File: src/rtl/deskew_seq_pkg.sv
package deskew_seq_pkg;

  typedef enum logic [2:0] {
    ST_IDLE,
    ST_SEND,
    ST_SETTLE,
    ST_SAMP1,
    ST_SAMP2
  } seqState_t;

  // strobes from the control FSM to the datapath
  typedef struct packed {
    logic clrLeaf;
    logic incLeaf;
    logic clrCode;
    logic incCode;
    logic clrBit;
    logic incBit;
    logic clrSettle;
    logic incSettle;
    logic capT1;
    logic store;
    logic storeSat;
    logic sending;
  } dpStrobe_t;

  // conditions reported back by the datapath
  typedef struct packed {
    logic bitLast;
    logic settleZero;
    logic settleLast;
    logic codeMax;
    logic leafLast;
    logic lagHolds;
  } dpStatus_t;

endpackage

File: src/rtl/deskew_seq_ctrl.sv
module deskew_seq_ctrl
  import deskew_seq_pkg::*;
(
  input  logic      clk,
  input  logic      rstN,
  input  logic      start,
  input  dpStatus_t status,
  output dpStrobe_t strobe,
  output logic      deskewMode,
  output logic      done
);

  seqState_t state, nextState;
  logic      setDone, clrDone;

  always_comb begin
    strobe         = '0;
    nextState      = state;
    setDone        = 1'b0;
    clrDone        = 1'b0;
    strobe.sending = (state == ST_SEND);
    unique case (state)
      ST_IDLE: begin
        if (start) begin
          strobe.clrLeaf = 1'b1;
          strobe.clrCode = 1'b1;
          strobe.clrBit  = 1'b1;
          clrDone        = 1'b1;
          nextState      = ST_SEND;
        end
      end
      ST_SEND: begin
        if (status.bitLast) begin
          strobe.clrBit    = 1'b1;
          strobe.clrSettle = 1'b1;
          nextState        = status.settleZero ? ST_SAMP1 : ST_SETTLE;
        end else begin
          strobe.incBit = 1'b1;
        end
      end
      ST_SETTLE: begin
        if (status.settleLast) nextState = ST_SAMP1;
        else                   strobe.incSettle = 1'b1;
      end
      ST_SAMP1: begin
        strobe.capT1 = 1'b1;
        nextState    = ST_SAMP2;
      end
      ST_SAMP2: begin
        if (status.lagHolds && !status.codeMax) begin
          strobe.incCode = 1'b1;
          nextState      = ST_SEND;
        end else begin
          strobe.store    = 1'b1;
          strobe.storeSat = status.lagHolds;
          if (status.leafLast) begin
            setDone   = 1'b1;
            nextState = ST_IDLE;
          end else begin
            strobe.incLeaf = 1'b1;
            strobe.clrCode = 1'b1;
            nextState      = ST_SEND;
          end
        end
      end
      default: nextState = ST_IDLE;
    endcase
  end

  always_ff @(posedge clk) begin
    if (!rstN) begin
      state <= ST_IDLE;
      done  <= 1'b0;
    end else begin
      state <= nextState;
      if (setDone)      done <= 1'b1;
      else if (clrDone) done <= 1'b0;
    end
  end

  assign deskewMode = (state != ST_IDLE);

  // a finished pass leaves the FSM idle
  a_r8_done_idle: assert property (@(posedge clk) disable iff (!rstN)
    done |-> (state == ST_IDLE));

  // the second detector sample always follows the first
  a_r4_t2_after_t1: assert property (@(posedge clk) disable iff (!rstN)
    (state == ST_SAMP2) |-> ($past(state) == ST_SAMP1));

endmodule

File: src/rtl/deskew_seq_dp.sv
module deskew_seq_dp
  import deskew_seq_pkg::*;
#(
  parameter int LEAF_ADDR_W = 6,
  parameter int CODE_W      = 7,
  parameter int SETTLE_W    = 8
) (
  input  logic                   clk,
  input  logic                   rstN,
  input  dpStrobe_t              strobe,
  input  logic [SETTLE_W-1:0]    settleCount,
  input  logic                   detOut,
  input  logic [LEAF_ADDR_W-1:0] rdAddr,
  output dpStatus_t              status,
  output logic                   serSync,
  output logic                   serData,
  output logic [CODE_W-1:0]      rdCode,
  output logic                   rdSat
);

  localparam int FRAME_W    = LEAF_ADDR_W + CODE_W;
  localparam int BIT_CNT_W  = $clog2(FRAME_W);
  localparam int NUM_LEAVES = 1 << LEAF_ADDR_W;
  localparam int ENTRY_W    = CODE_W + 1;

  logic [LEAF_ADDR_W-1:0] leafIdx;
  logic [CODE_W-1:0]      codeVal;
  logic [BIT_CNT_W-1:0]   bitCnt;
  logic [SETTLE_W-1:0]    settleCnt;
  logic                   t1Sample;
  logic [FRAME_W-1:0]     frameWord;
  logic [BIT_CNT_W-1:0]   bitSel;
  logic [ENTRY_W-1:0]     rowBus [NUM_LEAVES];

  always_ff @(posedge clk) begin
    if (!rstN) begin
      leafIdx   <= '0;
      codeVal   <= '0;
      bitCnt    <= '0;
      settleCnt <= '0;
      t1Sample  <= 1'b0;
    end else begin
      if (strobe.clrLeaf)      leafIdx <= '0;
      else if (strobe.incLeaf) leafIdx <= leafIdx + 1'b1;

      if (strobe.clrCode)      codeVal <= '0;
      else if (strobe.incCode) codeVal <= codeVal + 1'b1;

      if (strobe.clrBit)       bitCnt <= '0;
      else if (strobe.incBit)  bitCnt <= bitCnt + 1'b1;

      if (strobe.clrSettle)      settleCnt <= '0;
      else if (strobe.incSettle) settleCnt <= settleCnt + 1'b1;

      if (strobe.capT1) t1Sample <= detOut;
    end
  end

  // serial frame: address MSB first, then code MSB first
  assign frameWord = {leafIdx, codeVal};
  assign bitSel    = BIT_CNT_W'(FRAME_W - 1) - bitCnt;
  assign serData   = strobe.sending & frameWord[bitSel];
  assign serSync   = strobe.sending & (bitCnt == '0);

  assign status.bitLast    = (bitCnt == BIT_CNT_W'(FRAME_W - 1));
  assign status.settleZero = (settleCount == '0);
  assign status.settleLast = (settleCnt == settleCount - 1'b1);
  assign status.codeMax    = &codeVal;
  assign status.leafLast   = &leafIdx;
  assign status.lagHolds   = !t1Sample && detOut;

  // per-leaf result storage: {saturated, code}
  for (genvar g = 0; g < NUM_LEAVES; g++) begin : g_leaf
    logic [ENTRY_W-1:0] entry;
    always_ff @(posedge clk) begin
      if (!rstN) entry <= '0;
      else if (strobe.store && (leafIdx == LEAF_ADDR_W'(g)))
        entry <= {strobe.storeSat, codeVal};
    end
    assign rowBus[g] = entry;
  end

  assign rdCode = rowBus[rdAddr][CODE_W-1:0];
  assign rdSat  = rowBus[rdAddr][CODE_W];

  // the code only restarts at zero or moves up by one
  a_r5_code_step: assert property (@(posedge clk) disable iff (!rstN)
    (codeVal != $past(codeVal)) |-> (codeVal == '0 || codeVal == $past(codeVal) + 1'b1));

  // leaves are visited in ascending order
  a_r2_leaf_step: assert property (@(posedge clk) disable iff (!rstN)
    (leafIdx != $past(leafIdx)) |-> (leafIdx == '0 || leafIdx == $past(leafIdx) + 1'b1));

  // the bit counter never runs past the frame
  a_r3_bit_bound: assert property (@(posedge clk) disable iff (!rstN)
    bitCnt <= BIT_CNT_W'(FRAME_W - 1));

  // saturation is recorded only at the top code
  a_r7_sat_at_max: assert property (@(posedge clk) disable iff (!rstN)
    strobe.storeSat |-> (&codeVal));

  // a non-saturated store happens only on a detector trip
  a_r6_store_on_trip: assert property (@(posedge clk) disable iff (!rstN)
    (strobe.store && !strobe.storeSat) |-> !status.lagHolds);

endmodule

File: src/rtl/deskew_seq_top.sv
module deskew_seq_top
  import deskew_seq_pkg::*;
#(
  parameter int LEAF_ADDR_W = 6,
  parameter int CODE_W      = 7,
  parameter int SETTLE_W    = 8
) (
  input  logic                   clk,
  input  logic                   rstN,
  input  logic                   start,
  input  logic [SETTLE_W-1:0]    settleCount,
  input  logic                   detOut,
  input  logic [LEAF_ADDR_W-1:0] rdAddr,
  output logic                   serSync,
  output logic                   serData,
  output logic                   deskewMode,
  output logic                   done,
  output logic [CODE_W-1:0]      rdCode,
  output logic                   rdSat
);

  dpStrobe_t strobe;
  dpStatus_t status;

  deskew_seq_ctrl ctrl_i (
    .clk        (clk),
    .rstN       (rstN),
    .start      (start),
    .status     (status),
    .strobe     (strobe),
    .deskewMode (deskewMode),
    .done       (done)
  );

  deskew_seq_dp #(
    .LEAF_ADDR_W (LEAF_ADDR_W),
    .CODE_W      (CODE_W),
    .SETTLE_W    (SETTLE_W)
  ) dp_i (
    .clk         (clk),
    .rstN        (rstN),
    .strobe      (strobe),
    .settleCount (settleCount),
    .detOut      (detOut),
    .rdAddr      (rdAddr),
    .status      (status),
    .serSync     (serSync),
    .serData     (serData),
    .rdCode      (rdCode),
    .rdSat       (rdSat)
  );

endmodule

File: config.mk
export PLATFORM = sky130hd
export DESIGN_NAME = deskew_seq_top
export DESIGN_NICKNAME = d
export VERILOG_FILES = /design/src/rtl/deskew_seq_pkg.sv /design/src/rtl/deskew_seq_ctrl.sv /design/src/rtl/deskew_seq_dp.sv /design/src/rtl/deskew_seq_top.sv
export SDC_FILE = /design/constraint.sdc
export NUM_CORES = 1
export LEC_CHECK = 0
export BUFFER_PORTS_ARGS = -buffer_cell sky130_fd_sc_hd__buf_2
export CAP_MARGIN = 40
export CELL_PAD_IN_SITES_DETAIL_PLACEMENT = 1
export CELL_PAD_IN_SITES_GLOBAL_PLACEMENT = 2
export CORE_UTILIZATION = 39
export CTS_BUF_LIST = sky130_fd_sc_hd__clkbuf_8
export CTS_CLUSTER_SIZE = 24
export DETAILED_ROUTE_END_ITERATION = 8
export GPL_TIMING_DRIVEN = 0
export PLACE_DENSITY_LB_ADDON = 0.1
export REMOVE_ABC_BUFFERS = 1
export SETUP_SLACK_MARGIN = 0.05
export SLEW_MARGIN = 20
export SYNTH_ARGS = -nofsm -noshare
export SYNTH_HDL_FRONTEND = slang
export SYNTH_SLANG_ARGS = --single-unit
export TNS_END_PERCENT = 30
File: constraint.sdc
create_clock -name clk -period 3.4 [get_ports clk]
set_input_delay 0.85 -clock clk [delete_from_list [all_inputs] [get_ports clk]]
set_output_delay 0.85 -clock clk [all_outputs]
set_load 0.005 [all_outputs]
### Word level (Yosys, flattened, before mapping)

Index checks and enable logic that the tools add are counted.

* input port bits: 18
* word-level logic and storage cells: 270
* ROM bits: 0
* flip-flop bits (word level): 542
* memory bits (writable): 0
* memories kept: 0
* output and inout bits: 12
* latch bits: 0

* multiplexer cells: 34
* $add $sub $neg: 6
* divide/modulo/power cells: 0
* bitwise logic cells: 4
* equal/unequal tests: 72
* shift operators: 0
* order comparisons: 2
* reduce and logical (&&, ||, !) cells: 81
* multiply operators: 0

Operators with widths (number)
* == test 6 bit (second input constant): 32
* == test 6 x 5 -> 1 bit (second input constant): 16
* logical AND 1 bit: 66
* binary-select mux 8 bit (select 6 bit): 1
* == test 6 x 4 -> 1 bit (second input constant): 8
* == test 6 x 3 -> 1 bit (second input constant): 4
* 2-to-1 mux 1 bit: 19
* 2-to-1 mux 8 bit: 2
* one-hot mux 3 bit (5 select lines): 1
* == test 6 x 2 -> 1 bit (second input constant): 2
* 2-to-1 mux 2 bit: 5
* 2-to-1 mux 3 bit: 3
* adder 8 x 1 -> 8 bit (second input constant): 1
* == test 8 bit: 1
* logical NOT 8 bit: 1
* OR reduction 2 bit: 4
* subtractor 8 x 1 -> 8 bit (second input constant): 1
* adder 7 x 1 -> 7 bit (second input constant): 1
* greater-or-equal comparator 7 bit (second input constant): 1
* inverter 6 -> 7 bit: 1
* AND reduction 7 bit: 1
* adder 6 x 1 -> 6 bit (second input constant): 1
* == test 3 x 2 -> 1 bit (second input constant): 2
* == test 6 x 1 -> 1 bit (second input constant): 1
* other kinds (20): 24

### Depth between registers and ports, before layout

* depth in word-level cells: 6
* mapped depth: 9

### Cells and area by module

From an unflattened synthesis, not the netlist that was laid out.

* cells, all modules: 2880
* area total of the unflattened synthesis: 25886.1 µm²

By module, submodules not included
* deskew_seq_dp: cells each 2840, times used 1, seq. area each 10770.3 µm², area an instance 25543.2 µm²
* deskew_seq_ctrl: cells each 40, times used 1, seq. area each 80.1 µm², area an instance 342.8 µm²

### Worst setup path before layout

No wires, ideal clock.

* path kind: input to output
* start point: in rdAddr[0]
* end point: out rdCode[0]
* path buffers: 2
* stages: 7
* arrival: 2.744 ns
* path slack: -0.194 ns
* data required time: 2.550 ns
* cell sequence: clkbuf_1 -> buf_2 -> mux4_2 -> mux4_2 -> mux2_2 -> nand2_1 -> o21ai_1

* cells in the longest elaborated chain, start to end: 4

RTL lines
* start, declared: RTL line deskew_seq_top.sv:13 `input logic [LEAF_ADDR_W-1:0] rdAddr,`
* inverter 6 -> 7 bit (implied by the code): RTL line deskew_seq_dp.sv:83 `assign rdCode = rowBus[rdAddr][CODE_W-1:0];`
* binary-select mux 8 bit (select 6 bit): RTL line deskew_seq_dp.sv:83
* 2-to-1 mux 8 bit (implied by the code) (2 in a row): RTL line deskew_seq_dp.sv:83
* end, declared: RTL line deskew_seq_top.sv:18 `output logic [CODE_W-1:0] rdCode,`

No other way between the ends. The select of a mux whose other input is x is not followed.

### Worst setup path in the final report

* start point: in rdAddr[0]
* end point: out rdCode[3]

The elaborated chain is that of the path after synthesis.

==> run_results.csv <==
group,metric,value,unit
timing,setup_ws,-661,ps
cts,hold_buffers,0,
power_and_ir_drop,power_density,449,nW/um^2
critical_path,ff2ff_setup_slack,250,ps
timing,max_freq,246,MHz
logic_synthesis,yosys.area.top_type,"dfxtp_1",
critical_path,critPathMaxFanout,8,
logic_synthesis,synth-simple-area-share,14.1,%
critical_path,cp_slowest_cell,"mux4_2",
floorplan,core_area,65900,sq um
power_and_ir_drop,combPwrFrac,7.1,%
logic_synthesis,synth-seq-area-share,41.7,%
cts,clk_pin_slew,50,ps
critical_path,worst_setup_path_start_kind,"input pin",
power_and_ir_drop,p_leak,10.9,nW
cells_and_area,instances_no_fill,3554,
logic_synthesis,synth_top_family_by_area,"multiplexers",
placement,placed_area,27200,sq um
cts,clk_latency,720,ps
hold_path,hp-start,"detOut",
placement,place_inst,3322,
cts,cts_tree,"done",
timing,fin_crit,4060,ps
critical_path,r2r_start,"dp_i.codeVal[0]",
logic_synthesis,synthTopCellsByCount,"dfxtp_1, nand2_1, o21ai_0",
critical_path,worstReg2RegEnd,"dp_i.g_leaf[13].entry[0]",
timing,worst_clock_skew,28.7,ps
routing,wl_per_cell,25.3,um
critical_path,critical_path_required,2550,ps
cells_and_area,seqCellArea,10900,sq um
routing,dr.pass1.iters,5,
power_and_ir_drop,switching_share,25.5,%
timing,setup_viol,9,
critical_path,cp-end-kind,"primary output",
logic_synthesis,synthAdderAreaFrac,0.481,%
critical_path,path_class,"in2out",
cells_and_area,layout.nets,2651,
cells_and_area,postLayoutCoreUtil,46.0,%
routing,totalWireLength,90000,um
timing,rsz0062_at_grt,"true",
timing,worst_pin_slew,1050,ps
cts,numCtsBuffers,99,
power_and_ir_drop,clkPwrFrac,45.7,%
timing,hold_viol,0,
logic_synthesis,syn-cell-area,26000,sq um
logic_synthesis,synth_edf_count,0,
logic_synthesis,synth.area.mux_share,21.2,%
routing,vias,20300,
timing,final.period_utilization,119,%
run_status,violations,"setup timing",
hold_path,hold_class,"in2reg",
floorplan,die-area,67700,sq um
logic_synthesis,syn_inst,2637,
placement,portBuffers,29,
logic_synthesis,synth_compound_area_share,17.9,%
critical_path,cpPeakStageDelay,550,ps
routing,route.detailed.drc,0,
floorplan,rows,94,
routing,viasPerCell,5.71,
cells_and_area,fillCellCount,7175,
logic_synthesis,yosysMostFrequentCell,"dfxtp_1",
critical_path,worst-path-buf-inv,6,
placement,gp_congestion,0.754,
cells_and_area,drive_gt1_share,20.7,%
critical_path,reg2regPathDepth,10,
logic_synthesis,ys.flop_type,"dfxtp_1",
placement,hpwlAfterDp,51800,um
timing,tns,-5130,ps
global_route,grt.overflow.total,0,
power_and_ir_drop,total_power,13.6,mW
critical_path,cp.arrival,3210,ps
cells_and_area,multi_input_area,14500,sq um
logic_synthesis,ys_warn_count,0,
floorplan,die_h,260,um
run_status,status,"complete, but fails checks",
global_route,grt_max_degree,153,
routing,detail-route-antenna-nets,0,
global_route,track_usage,26.4,%
global_route,grt_pass1_vias,21100,
power_and_ir_drop,p_switching,3.48,mW
cts,cts.sinks,542,
timing,slew_headroom,29.7,%
cells_and_area,syn_to_final_growth,16.5,%
logic_synthesis,ys_seq_elements,542,
placement,pre_cts_ws,-1490,ps
cts,root_buffer,"clkbuf_8",
logic_synthesis,ys_top_cells_by_area,"dfxtp_1, mux4_2, a21boi_1",
cells_and_area,fin_area,30300,sq um
cts,cts_buffer_depth,3,
power_and_ir_drop,p_int,10.1,mW
global_route,grt_pass1_wl,135000,um
power_and_ir_drop,power_frac_seq,47.2,%
critical_path,path_cells,"buf_16 -> buf_16 -> buf_16 -> buf_12 -> buf_6 -> mux4_2 -> mux4_2 -> mux2_4 -> nand2_2 -> o21ai_2 -> buf_2",
timing,hold_ws,415,ps
critical_path,path_common_cell,"buf_16",
logic_synthesis,yosys.area_share.xor_xnor,0.640,%
hold_path,holdPathEnd,"dp_i.t1Sample",
logic_synthesis,yosysTopAreaCellShare,41.7,%
run,max_cap_violations,0,
logic_synthesis,avgSynthCellArea,9.86,sq um
power_and_ir_drop,peakVddDrop,0.271,mV
hold_path,hold_path_depth,3,
floorplan,dieWidth,260,um
floorplan,start_util,39.5,%
global_route,antenna_found_initial,2,
cts,htree_levels,3,
floorplan,ios,30,
routing,first_iter_violations,1356,
timing,maxSlewViolCount,0,
critical_path,crit_family,"multiplexers",
logic_synthesis,synth_async_sr_flop_share,0,%
logic_synthesis,ys_types,60,
layer usage:
metal	up-vias	GRT usage, %	part of all wire (%)
li1	9330	-	-
met1	10500	35.3	46
met2	308	44.7	49
met3	131	3.43	3.0
met4	0	7.24	2.4
met5	-	0	0
flip-flops by register name (all words and copies together) (netlist names):
signal,flops
dp_i.g_leaf.entry,512
dp_i.settleCnt,8
dp_i.codeVal,7
dp_i.leafIdx,6
dp_i.bitCnt,4
ctrl_i.state,3
ctrl_i.done,1
dp_i.t1Sample,1
logic make-up (layout without fill, tap and decap cells):
| logic type | count (synthesis) | count (layout) |
|---|---|---|
| adder cells (fa/ha/maj) | 10 | 10 |
| AND/OR/NAND/NOR | 723 | 724 |
| flip-flops | 542 | 542 |
| XOR/XNOR | 19 | 19 |
| AO/OA/AOI/OAI | 738 | 738 |
| other | 0 | 2 |
| multiplexers | 347 | 347 |
| buffers and inverters | 258 | 308 |
timing repair:
action                                  CTS  global route
cloned                                   11             3
endpoints found under the setup margin  254           192
pin swaps                                10             5
setup buffers                            31            18
gates resized for setup                  58            34
worst max path at each step:
stage / from / end / slack, ps / cells past startpoint
2_1_floorplan: dp_i.codeVal[0] / dp_i.g_leaf[21].entry[7] / -1960 / 7
3_3_place_gp: dp_i.codeVal[2] / dp_i.g_leaf[20].entry[7] / -6510 / 6
3_5_place_dp: rdAddr[0] / rdCode[1] / -1490 / 10
4_1_cts: rdAddr[0] / rdCode[3] / -660 / 11
5_1_grt: rdAddr[0] / rdCode[3] / -700 / 11
6_report: rdAddr[0] / rdCode[3] / -660 / 11
worst reg2reg max path: cells and delay by family (launching register included):
kind	cells	cell delay, ps
AOI/OAI and AO/OA	1	230
adders and majority gates	1	230
buffers and inverters	3	670
DFF	1	550
muxes	1	290
and+or+nand+nor	4	1090
cell usage in the layout, fill, tap and decap left out, types with 33 or more instances in the layout:
master / synthesis / final
o21ai_0: 323 / 322
mux4_2: 163 / 163
dfxtp_1: 542 / 533
a21boi_1: 242 / 242
inv_1: 12 / 39
mux2i_1: 176 / 170
a21boi_0: 103 / 102
buf_4: 2 / 33
nand2_1: 383 / 371
clkbuf_8: 0 / 119
nor2b_1: 175 / 173
layout make-up:
class,count,share of cell area (%)
Clock inverter,47,0.937
Clock buffer,119,5.41
Timing Repair Buffer,129,6.19
Antenna cell,2,0.0165
Tap cell,864,3.57
Inverter,13,0.178
Multi-Input combinational cell,1838,47.8
Sequential cell,542,35.9
power groups by stage:
stage          clock (mW)  sequential, mW  combinational [mW]
6_report             6.21            6.43               0.968
5_1_grt              6.64            6.43                1.04
4_1_cts              6.35            6.43               0.934
3_5_place_dp            0            6.57               0.774
3_3_place_gp            0            6.58               0.797
2_1_floorplan           0            6.56               0.402
Note: power is estimated with default switching activity, not from simulation.
